`src/rtl/tcs_pkg.sv`:
```
package tcs_pkg;

  // Count source codes; the numeric values are the select encoding.
  typedef enum logic [2:0] {
    SRC_OFF      = 3'd0,
    SRC_SYS      = 3'd1,
    SRC_DIV_A    = 3'd2,
    SRC_DIV_B    = 3'd3,
    SRC_DIV_C    = 3'd4,
    SRC_DIV_D    = 3'd5,
    SRC_PIN_FALL = 3'd6,
    SRC_PIN_RISE = 3'd7
  } src_sel_e;

  localparam int unsigned NUM_TAPS = 4;

  // Low-order bit count per tap; tap i divides by 2**TAP_LOG[i].
  typedef int unsigned tap_log_t [NUM_TAPS];
  localparam tap_log_t TAP_LOG_DEF = '{3, 6, 8, 10};

  localparam int unsigned SYNC_STAGES_DEF = 2;

endpackage

```
`src/rtl/tcs_prescaler.sv`:
```
module tcs_prescaler #(
  parameter tcs_pkg::tap_log_t TAP_LOG = tcs_pkg::TAP_LOG_DEF,
  parameter int unsigned       CNT_W   = TAP_LOG[tcs_pkg::NUM_TAPS-1]
) (
  input  logic                         clk_i,
  input  logic                         rst_ni,
  input  logic                         clr_i,
  output logic [CNT_W-1:0]             cnt_o,
  output logic [tcs_pkg::NUM_TAPS-1:0] tap_o
);

  logic [CNT_W-1:0] cnt_q;
  logic [CNT_W-1:0] cnt_d;

  // Next state: free-running increment, synchronous clear wins.
  always_comb begin
    if (clr_i) begin
      cnt_d = '0;
    end else begin
      cnt_d = cnt_q + CNT_W'(1);
    end
  end

  always_ff @(posedge clk_i or negedge rst_ni) begin
    if (!rst_ni) begin
      cnt_q <= '0;
    end else begin
      cnt_q <= cnt_d;
    end
  end

  // One tap per division: active while its low-order bits are all zero.
  for (genvar g = 0; g < tcs_pkg::NUM_TAPS; g++) begin : g_tap
    assign tap_o[g] = (cnt_q[TAP_LOG[g]-1:0] == '0);
  end

  assign cnt_o = cnt_q;

endmodule

```
`src/rtl/tcs_pin_edge.sv`:
```
module tcs_pin_edge #(
  parameter int unsigned SYNC_STAGES = tcs_pkg::SYNC_STAGES_DEF
) (
  input  logic clk_i,
  input  logic rst_ni,
  input  logic pin_i,
  output logic rise_o,
  output logic fall_o
);

  // Stages 0..SYNC_STAGES-1 synchronize; stage SYNC_STAGES keeps the prior level.
  localparam int unsigned PIPE_W = SYNC_STAGES + 1;

  logic [PIPE_W-1:0] pipe_q;
  logic [PIPE_W-1:0] pipe_d;

  always_comb begin
    pipe_d = {pipe_q[PIPE_W-2:0], pin_i};
  end

  always_ff @(posedge clk_i or negedge rst_ni) begin
    if (!rst_ni) begin
      pipe_q <= '0;
    end else begin
      pipe_q <= pipe_d;
    end
  end

  assign rise_o =  pipe_q[SYNC_STAGES-1] & ~pipe_q[SYNC_STAGES];
  assign fall_o = ~pipe_q[SYNC_STAGES-1] &  pipe_q[SYNC_STAGES];

endmodule

```
`src/rtl/tcs_clk_select.sv`:
```
module tcs_clk_select #(
  parameter tcs_pkg::tap_log_t TAP_LOG     = tcs_pkg::TAP_LOG_DEF,
  parameter int unsigned       SYNC_STAGES = tcs_pkg::SYNC_STAGES_DEF
) (
  input  logic       clk_i,
  input  logic       rst_ni,
  input  logic [2:0] sel_i,
  input  logic       pre_clr_i,
  input  logic       ext_pin_i,
  output logic       ce_o
);

  import tcs_pkg::*;

  localparam int unsigned CNT_W = TAP_LOG[NUM_TAPS-1];

  logic [CNT_W-1:0]    pre_cnt;
  logic [NUM_TAPS-1:0] taps;
  logic                pin_rise;
  logic                pin_fall;
  logic                ce_d;
  logic                ce_q;

  tcs_prescaler #(
    .TAP_LOG (TAP_LOG),
    .CNT_W   (CNT_W)
  ) u_presc (
    .clk_i  (clk_i),
    .rst_ni (rst_ni),
    .clr_i  (pre_clr_i),
    .cnt_o  (pre_cnt),
    .tap_o  (taps)
  );

  tcs_pin_edge #(
    .SYNC_STAGES (SYNC_STAGES)
  ) u_pin (
    .clk_i  (clk_i),
    .rst_ni (rst_ni),
    .pin_i  (ext_pin_i),
    .rise_o (pin_rise),
    .fall_o (pin_fall)
  );

  // Source multiplexer.
  always_comb begin
    case (src_sel_e'(sel_i))
      SRC_OFF:      ce_d = 1'b0;
      SRC_SYS:      ce_d = 1'b1;
      SRC_DIV_A:    ce_d = taps[0];
      SRC_DIV_B:    ce_d = taps[1];
      SRC_DIV_C:    ce_d = taps[2];
      SRC_DIV_D:    ce_d = taps[3];
      SRC_PIN_FALL: ce_d = pin_fall;
      SRC_PIN_RISE: ce_d = pin_rise;
      default:      ce_d = 1'b0;
    endcase
  end

  always_ff @(posedge clk_i or negedge rst_ni) begin
    if (!rst_ni) begin
      ce_q <= 1'b0;
    end else begin
      ce_q <= ce_d;
    end
  end

  assign ce_o = ce_q;

endmodule

```
`config.mk`:
```
export PLATFORM = sky130hd
export DESIGN_NAME = tcs_clk_select
export DESIGN_NICKNAME = d
export VERILOG_FILES = /design/src/rtl/tcs_pkg.sv /design/src/rtl/tcs_prescaler.sv /design/src/rtl/tcs_pin_edge.sv /design/src/rtl/tcs_clk_select.sv
export SDC_FILE = /design/constraint.sdc
export NUM_CORES = 1
export LEC_CHECK = 0
export CORE_MARGIN = 1.5
export CORE_UTILIZATION = 30
export DETAILED_ROUTE_END_ITERATION = 16
export GPL_ROUTABILITY_DRIVEN = 0
export HOLD_SLACK_MARGIN = 0.03
export PLACE_DENSITY = 0.56
export SLEW_MARGIN = 20
export SYNTH_ARGS = -nofsm -noshare
export SYNTH_HDL_FRONTEND = slang
export SYNTH_SLANG_ARGS = --single-unit
```
`constraint.sdc`:
```
create_clock -name clk_i -period 1.7 [get_ports clk_i]
set_clock_uncertainty 0.2 [all_clocks]
set_input_delay 0.425 -clock clk_i [delete_from_list [all_inputs] [get_ports clk_i]]
set_output_delay 0.425 -clock clk_i [all_outputs]
set_load 0.02 [all_outputs]
```
==> results.cfg, run 1 <==
[cts]
clockRootBuffer = clkbuf_4
cts_buffers = 3
htreeDepth = 1
cts.path.max_buffers = 2
hold_buffers = 0
clkSlewWorstSetupHoldPaths_ns = 0.09
clk_latency_ns = 0.28
clock_sinks = 14
tritoncts = built

[routing]
ant_nets = 0
vias = 524
dr.pass1.iters = 4
drt-initial-drc-count = 7
via_per_inst = 4.99
drcViolationCount = 0
wl_per_cell_um = 12.8
routed_wl_um = 1350

[finish]
stdcell_count = 105
final_area_um2 = 832
layout_commonest_cell = dfrtp_1
multi_input_area_um2 = 294
fillers = 207
layout_common_cells = 14 x dfrtp_1, 6 x clkdlybuf4s50_1, 5 x a21oi_1, 5 x nor2_1, 5 x buf_4
antenna_cells = 0
regArea_um2 = 350
drive_gt1_share_pct = 15.4
fin_nets = 88
syn2layout_area_growth_pct = 26.7

[placed_design]
io_buffers = 7
pre_cts_ws_ns = -0.0300
place_inst = 100
place_area_um2 = 787

[yosys]
ys_seq_elements = 14
syn_inst = 63
avgSynthCellArea_um2 = 10.4
synth_edf_count = 0
ys_warn_count = 0
syn_nets = 72
syn_area_um2 = 657
synth.distinct_cells = 25
synthFlopType = dfrtp_1
seq_area_frac_synth_pct = 53.3
async_flop_share_pct = 100

[worst_setup_path]
slowest_stage = dfrtp_1
ff2ff_setup_slack_ns = 0.08
setup.worst_path.end_class = register
cp_num_buf_inv = 0
cp.required_ns = 1.71
worstPathMaxFanout = 4
critPathTopFamily = simple AND/OR/NAND/NOR gates
r2r_cells = 4
r2r-end = u_presc.cnt_o[8]$_DFF_PN0_
max_stage_delay_ns = 0.40
path_cells = ha_2 > nand4_1 > or3_1 > a21oi_1
worstPathArrival_ns = 1.62
rr_startpoint = u_presc.cnt_o[1]$_DFF_PN0_
start_kind = register
critical_path_class = register to register

[min_path]
hold_path.class = register to register
whs_path_depth = 0
hp-start = u_pin.pipe_q[0]$_DFF_PN0_
hold_end = u_pin.pipe_q[1]$_DFF_PN0_

[timing]
postLayoutSetupSlackWorst_ns = 0.0822
fin_crit_ns = 1.62
slew_headroom_pct = 74.3
finalSetupViolations = 0
hold_viol = 0
tightest_slew_ns = 0.385
drv_slew = 0
finalCritPeriodShare_pct = 95.2
tns_ns = 0
clock.fmax_mhz = 618

[power]
p_leak_nw = 0.338
ir_drop_mv = 0.431
internal_power_mw = 0.516
p_sw_mw = 0.156
swShare_pct = 23.3
comb_power_share_pct = 11.2
p_clk_share_pct = 36.1
power_frac_seq_pct = 52.8
power_density_nw_per_um2 = 808

[global_route]
use_met1_pct = 14.4
grt_max_degree = 15
grt_first_pass_wirelength_um = 2250
grt_overflow_total = 0
top_usage_layer = met2
grt_util_all_layers_pct = 12.5
gr-usage-met3_pct = 5.76
use_met2_pct = 19.1
antenna_found_initial = 0
grt_pass1_vias = 530

[floorplan]
start_util_pct = 32.8
die_y_um = 49.8
dieArea_um2 = 2480
fp-row-count = 16
dieWidth_um = 49.8
core-area_um2 = 2000
io-pin-count = 8

[flow_run]
maxCapViolCount = 0

[outcome]
status = finished clean
cell type report:
type / count / area share [%]
repair buffers: 12 / 12.8
inverters: 3 / 1.35
well taps: 27 / 4.06
clock buffers: 4 / 4.36
multi-input cells: 45 / 35.3
flip-flops and latches: 14 / 42.1
stage by stage:
stage / util [%] / hold WS [ns] / power [mW]
2_1_floorplan: - / -0.0706 / 0.395
3_3_place_gp: 39.3 / 0.138 / 0.438
3_5_place_dp: 39.3 / 0.139 / 0.440
4_1_cts: 41.1 / 0.158 / 0.685
5_1_grt: 41.6 / 0.150 / 0.712
6_report: 41.6 / 0.154 / 0.672
power by group through the flow:
stage | Sequential, mW | Clock, mW | Combinational, mW
6_report | 0.355 | 0.243 | 0.0751
5_1_grt | 0.357 | 0.270 | 0.0847
4_1_cts | 0.354 | 0.254 | 0.0766
3_5_place_dp | 0.361 | 0 | 0.0787
3_3_place_gp | 0.361 | 0 | 0.0774
2_1_floorplan | 0.364 | 0 | 0.0304
cell families (layout without fill, tap and decap cells):
logic type      Yosys count  after routing  synth area share [%]
compound gates           13             13                  11.6
xor+xnor                  3              3                  4.00
fa+ha+maj                 2              2                  3.81
buf+inv                   4             19                  2.29
flops                    14             14                  53.3
mux                       1              1                  1.52
simple gates             26             26                  23.4
worst register-to-register path, delay by kind of cell (launching register included):
family / cells / cell delay (ns)
adders and majority gates: 1 / 0.23
and+or+nand+nor: 2 / 0.55
AOI/OAI and AO/OA: 1 / 0.16
DFF: 1 / 0.40
metal layers:
layer	up-vias	part of all wire [%]
met4	0	1.6
met2	13	45
met3	2	6.9
met5	-	0
li1	259	-
met1	250	47
worst max path at each step:
stage / start / end / slack, ns / cells past startpoint
2_1_floorplan: u_presc.cnt_o[0]$_DFF_PN0_ / u_presc.cnt_o[8]$_DFF_PN0_ / 0.24 / 4
3_3_place_gp: sel_i[2] / ce_o$_DFF_PN0_ / 0.01 / 4
3_5_place_dp: sel_i[0] / ce_o$_DFF_PN0_ / -0.03 / 4
4_1_cts: ce_o$_DFF_PN0_ / ce_o / 0.09 / 1
5_1_grt: u_presc.cnt_o[1]$_DFF_PN0_ / u_presc.cnt_o[8]$_DFF_PN0_ / -0.004 / 4
6_report: u_presc.cnt_o[1]$_DFF_PN0_ / u_presc.cnt_o[8]$_DFF_PN0_ / 0.08 / 4
cells in the mapped netlist (2+ instances only):
master   instances  area share, %
nand3_1          3            2.3
nor2_1           5            2.9
inv_1            3            1.7
dfrtp_1         14             53
o31ai_1          2            2.3
or3_1            3            2.9
xor2_1           2            2.7
a21oi_1          5            3.8
nand2_1          3            1.7
or4_1            2            2.3
ha_1             2            3.8
o21ai_0          4            3.0
nand4_1          3            2.9
flip-flops by register name (all words and copies together), names as in the netlist:
name,cells
ce_o,1
u_presc.cnt_o,10
u_pin.pipe_q,3
what timing repair did:
action,CTS,global route
resized for setup,1,1
pin swaps,0,0
gates cloned,0,0
setup buffers,0,1
endpoints found under the setup margin,1,1
Note: power is estimated with default switching activity, not from simulation.
==> run 2, diff against run 1 <==
Settings changed: CORE_MARGIN 1.5 to 2.
==> run 2 against run 1 <==
Effect of this change: critical path type unchanged; worst hold slack better by 0.0014 ns; sequential power barely moved; register-to-register slack gained 0.02 ns; first-iteration DRC count unchanged; critical endpoint unchanged; largest power group unchanged; worst setup slack improved by 0.020 ns; cell count down 2.9%; via count shrank 1.5%; die area up 4.1%.
==> results.cfg, run 2 (synthesis gave the netlist of run 1 again) <==
[worst_setup_path]
worstPathArrival_ns = 1.60
critical_path_class = register to register
r2r-end = u_presc.cnt_o[8]$_DFF_PN0_
cp.required_ns = 1.71
cp-endpoint = u_presc.cnt_o[8]$_DFF_PN0_
r2r_cells = 4
setup.worst_path.end_class = register
start_kind = register
rr_startpoint = u_presc.cnt_o[0]$_DFF_PN0_
worstPathMaxFanout = 5
ff2ff_setup_slack_ns = 0.10
crit_start = u_presc.cnt_o[0]$_DFF_PN0_

[power]
p_leak_nw = 0.326
power_density_nw_per_um2 = 825
ir_drop_mv = 0.446
design_power_total_mw = 0.666

[timing]
tightest_slew_ns = 0.391
finalCritPeriodShare_pct = 94.0
finalSetupViolations = 0
slew_headroom_pct = 73.8
drv_slew = 0
tns_ns = 0
fin_crit_ns = 1.60
rsz0062_at_grt = no
clock.fmax_mhz = 626
hold_ws_ns = 0.156
hold_viol = 0

[finish]
postLayoutCoreUtil_pct = 39.9
layout_common_cells = 14 x dfrtp_1, 6 x clkdlybuf4s50_1, 5 x a21oi_1, 5 x nor2_1, 4 x o21ai_0
fillers = 191
fin_nets = 85
regArea_um2 = 350
syn2layout_area_growth_pct = 22.9
multi_input_area_um2 = 292
layout_commonest_cell = dfrtp_1
drive_gt1_share_pct = 10.7
antenna_cells = 0
largest_reg_flops = 10

[outcome]
status = finished clean

[routing]
vias = 516
via_per_inst = 5.06
routed_wl_um = 1240
topRoutingLayerUsed = met4
wl_per_cell_um = 12.2
dr.pass1.iters = 4
drt-initial-drc-count = 7
ant_nets = 0
drcViolationCount = 0
wl_met3_um = 80
drt-met1-wl_um = 609
wl_met2_um = 539

[floorplan]
io-pin-count = 8
dieWidth_um = 50.8
core-area_um2 = 2020
dieArea_um2 = 2580
start_util_pct = 32.5
die_y_um = 50.8
fp-row-count = 16

[global_route]
grt_util_all_layers_pct = 11.7
antenna_found_initial = 0
grt_max_degree = 15
grt_first_pass_wirelength_um = 2190
grt_overflow_total = 0
grt_pass1_vias = 492

[min_path]
hold_path.class = register to register

[placed_design]
io_buffers = 7
place_hpwl_um = 897

[cts]
tritoncts = built
clk_latency_ns = 0.28
clock_sinks = 14
clkSlewWorstSetupHoldPaths_ns = 0.09
hold_buffers = 0
clockRootBuffer = clkbuf_4
htreeDepth = 1
cts.path.max_buffers = 2
cts_buffers = 3

[flow_run]
maxCapViolCount = 0
==> run 2: through the flow <==
step / area, um^2 / worst slack [ns] / cells
2_1_floorplan: 657 / 0.237 / 63
3_3_place_gp: 772 / -0.0268 / 98
3_5_place_dp: 772 / -0.0660 / 98
4_1_cts: 807 / 0.0968 / 102
5_1_grt: 807 / 0.0208 / 102
6_report: 807 / 0.102 / 102
==> run 2: timing repair <==
item	in CTS	in global routing
setup buffers	0	0
endpoints found under the setup margin	1	0
resized for setup	1	0
==> run 2: area by class of cell <==
type                    instances  share of cell area [%]
clock buffers                   4                    4.50
inverters                       3                    1.40
multi-input cells              45                    36.1
flip-flops and latches         14                    43.4
well taps                      27                    4.19
repair buffers                  9                    10.4
==> run 2: worst max-delay path: stages, from the launching register on <==
cell and delay (ns):
dfrtp_1 0.42, ha_1 0.23, nand4_1 0.16, or3_1 0.37, a21oi_1 0.14
==> run 2: worst min path at each step <==
stage	endpoint	cells past startpoint	start
after floorplan	ce_o$_DFF_PN0_	0	rst_ni
after global placement	u_pin.pipe_q[1]$_DFF_PN0_	0	u_pin.pipe_q[0]$_DFF_PN0_
after detailed placement	u_pin.pipe_q[1]$_DFF_PN0_	0	u_pin.pipe_q[0]$_DFF_PN0_
after CTS	u_pin.pipe_q[1]$_DFF_PN0_	0	u_pin.pipe_q[0]$_DFF_PN0_
after global routing	u_pin.pipe_q[1]$_DFF_PN0_	0	u_pin.pipe_q[0]$_DFF_PN0_
final	u_pin.pipe_q[1]$_DFF_PN0_	0	u_pin.pipe_q[0]$_DFF_PN0_
==> run 2: report_power, final <==
part | internal, mW | switching [mW]
registers | 0.345 | 0.0103
clock network | 0.130 | 0.109
logic | 0.0367 | 0.0343
==> run 2: per-layer routing <==
metal | vias to the layer above | GRT usage (%)
met5 | - | 0
met1 | 248 | 15.1
met4 | 0 | 4.05
met2 | 14 | 16.9
li1 | 252 | -
met3 | 2 | 5.65
==> run 3, diff against run 2 <==
Settings changed: CORE_MARGIN 2 to not set, CTS_CLUSTER_SIZE set to 25.
==> run 3 against run 2 <==
Effect of this change: non-clock buffer count up 1; design area up 1.2%; wire length decreased by 3.3%; via count increased by 0.58%; sequential cell count stayed put; combinational power up 3.5%; critical path depth unchanged; clock power shrank 2%; largest cell class unchanged; largest power group unchanged.
==> results.cfg, run 3 (synthesis gave the netlist of run 1 again) <==
[worst_setup_path]
critical_path_class = register to register
worstPathMaxFanout = 4
worstPathArrival_ns = 1.57
start_kind = register
setup.worst_path.end_class = register
cp.required_ns = 1.70

[routing]
vias = 519
drcViolationCount = 0
wl_per_cell_um = 11.7
ant_nets = 0
routed_wl_um = 1200
dr.pass1.iters = 4
via_per_inst = 5.04
drt-initial-drc-count = 3

[finish]
multi_input_area_um2 = 294
syn2layout_area_growth_pct = 24.4
largest_reg_flops = 10
layout_common_cells = 14 x dfrtp_1, 6 x clkdlybuf4s50_1, 5 x a21oi_1, 5 x nor2_1, 4 x o21ai_0
fin_nets = 86
regArea_um2 = 350
antenna_cells = 0
drive_gt1_share_pct = 13.2
layout_commonest_cell = dfrtp_1
fillers = 211
stdcell_count = 103

[floorplan]
start_util_pct = 32.8
io-pin-count = 8
die_y_um = 48.8
fp-row-count = 16
core-area_um2 = 2000
dieWidth_um = 48.8
dieArea_um2 = 2380

[timing]
tightest_slew_ns = 0.376
fin_crit_ns = 1.58
finalSetupViolations = 0
rsz0062_at_grt = no
postLayoutSetupSlackWorst_ns = 0.124
finalCritPeriodShare_pct = 92.7
drv_slew = 0
clock.fmax_mhz = 635
slew_headroom_pct = 74.8
hold_viol = 0

[global_route]
grt_max_degree = 15
grt_overflow_total = 0
grt_util_all_layers_pct = 12.2
grt_first_pass_wirelength_um = 2150
grt_pass1_vias = 485
antenna_found_initial = 0

[power]
p_leak_nw = 0.329
power_density_nw_per_um2 = 811
ir_drop_mv = 0.519

[cts]
post-cts-setup-buffers = 0
htreeDepth = 1
cts.path.max_buffers = 2
clockRootBuffer = clkbuf_4
tritoncts = built
clock_sinks = 14
clk_latency_ns = 0.28
hold_buffers = 0
clkSlewWorstSetupHoldPaths_ns = 0.08
cts_buffers = 3

[placed_design]
place_hpwl_um = 876
place_inst = 99
io_buffers = 7
pre_cts_ws_ns = -0.0200

[flow_run]
maxCapViolCount = 0

[outcome]
status = finished clean

[min_path]
hold_path.class = register to register
==> run 3: changes by cell type in the layout (fill, tap and decap cells not counted), sizes merged <==
cell,previous run,this run
buf,2,3
==> run 3: final cells by class <==
type                    instances  share of cell area, %
well taps                      27                   4.13
flip-flops and latches         14                   42.9
multi-input cells              45                   36.0
clock buffers                   4                   4.44
inverters                       3                   1.38
repair buffers                 10                   11.2
==> run 3: routing by layer <==
layer / GRT usage [%] / wire [um]
met4: 4.41 / 9
met1: 16.8 / 623
met3: 4.67 / 32
met5: 0 / 0
met2: 17.1 / 538
==> run 3: final timing paths <==
check,from,to,slack [ns],depth (start not counted)
worst max-delay path,u_presc.cnt_o[1]$_DFF_PN0_,u_presc.cnt_o[8]$_DFF_PN0_,0.12,4
worst min-delay path,u_pin.pipe_q[0]$_DFF_PN0_,u_pin.pipe_q[1]$_DFF_PN0_,0.15,0
worst max register to register,u_presc.cnt_o[1]$_DFF_PN0_,u_presc.cnt_o[8]$_DFF_PN0_,0.12,4
worst min register to register,u_pin.pipe_q[0]$_DFF_PN0_,u_pin.pipe_q[1]$_DFF_PN0_,0.15,0
max in group asynchronous,rst_ni,ce_o$_DFF_PN0_,0.88,2
min in group asynchronous,rst_ni,u_pin.pipe_q[0]$_DFF_PN0_,0.25,2
==> run 3: report_power, final <==
part / switching [mW] / internal [mW]
combinational: 0.0346 / 0.0388
sequential: 0.00833 / 0.345
clock: 0.105 / 0.130
total: 0.148 / 0.514
==> run 3: what timing repair did <==
action,in CTS,in global routing
cloned,0,0
endpoints found under the setup margin,1,1
endpoints found under the hold margin,0,0
gates resized for setup,1,1
pin swaps,0,0
==> run 3: critical path, stage by stage (launching register included) <==
cell and delay, ns:
dfrtp_1 0.39, ha_2 0.22, nand4_1 0.16, or3_1 0.38, a21oi_1 0.15
==> run 3: per-stage QoR <==
step	utilization (%)	hold WS (ns)	cell area (um^2)	TNS, ns	total power, mW
3_5_place_dp	38.9	0.136	779	-0.0200	0.437
4_1_cts	40.7	0.156	815	0	0.679
2_1_floorplan	-	-0.0706	657	0	0.395
6_report	40.8	0.151	817	0	0.662
5_1_grt	40.8	0.165	817	0	0.700
3_3_place_gp	38.9	0.137	779	-0.0194	0.436
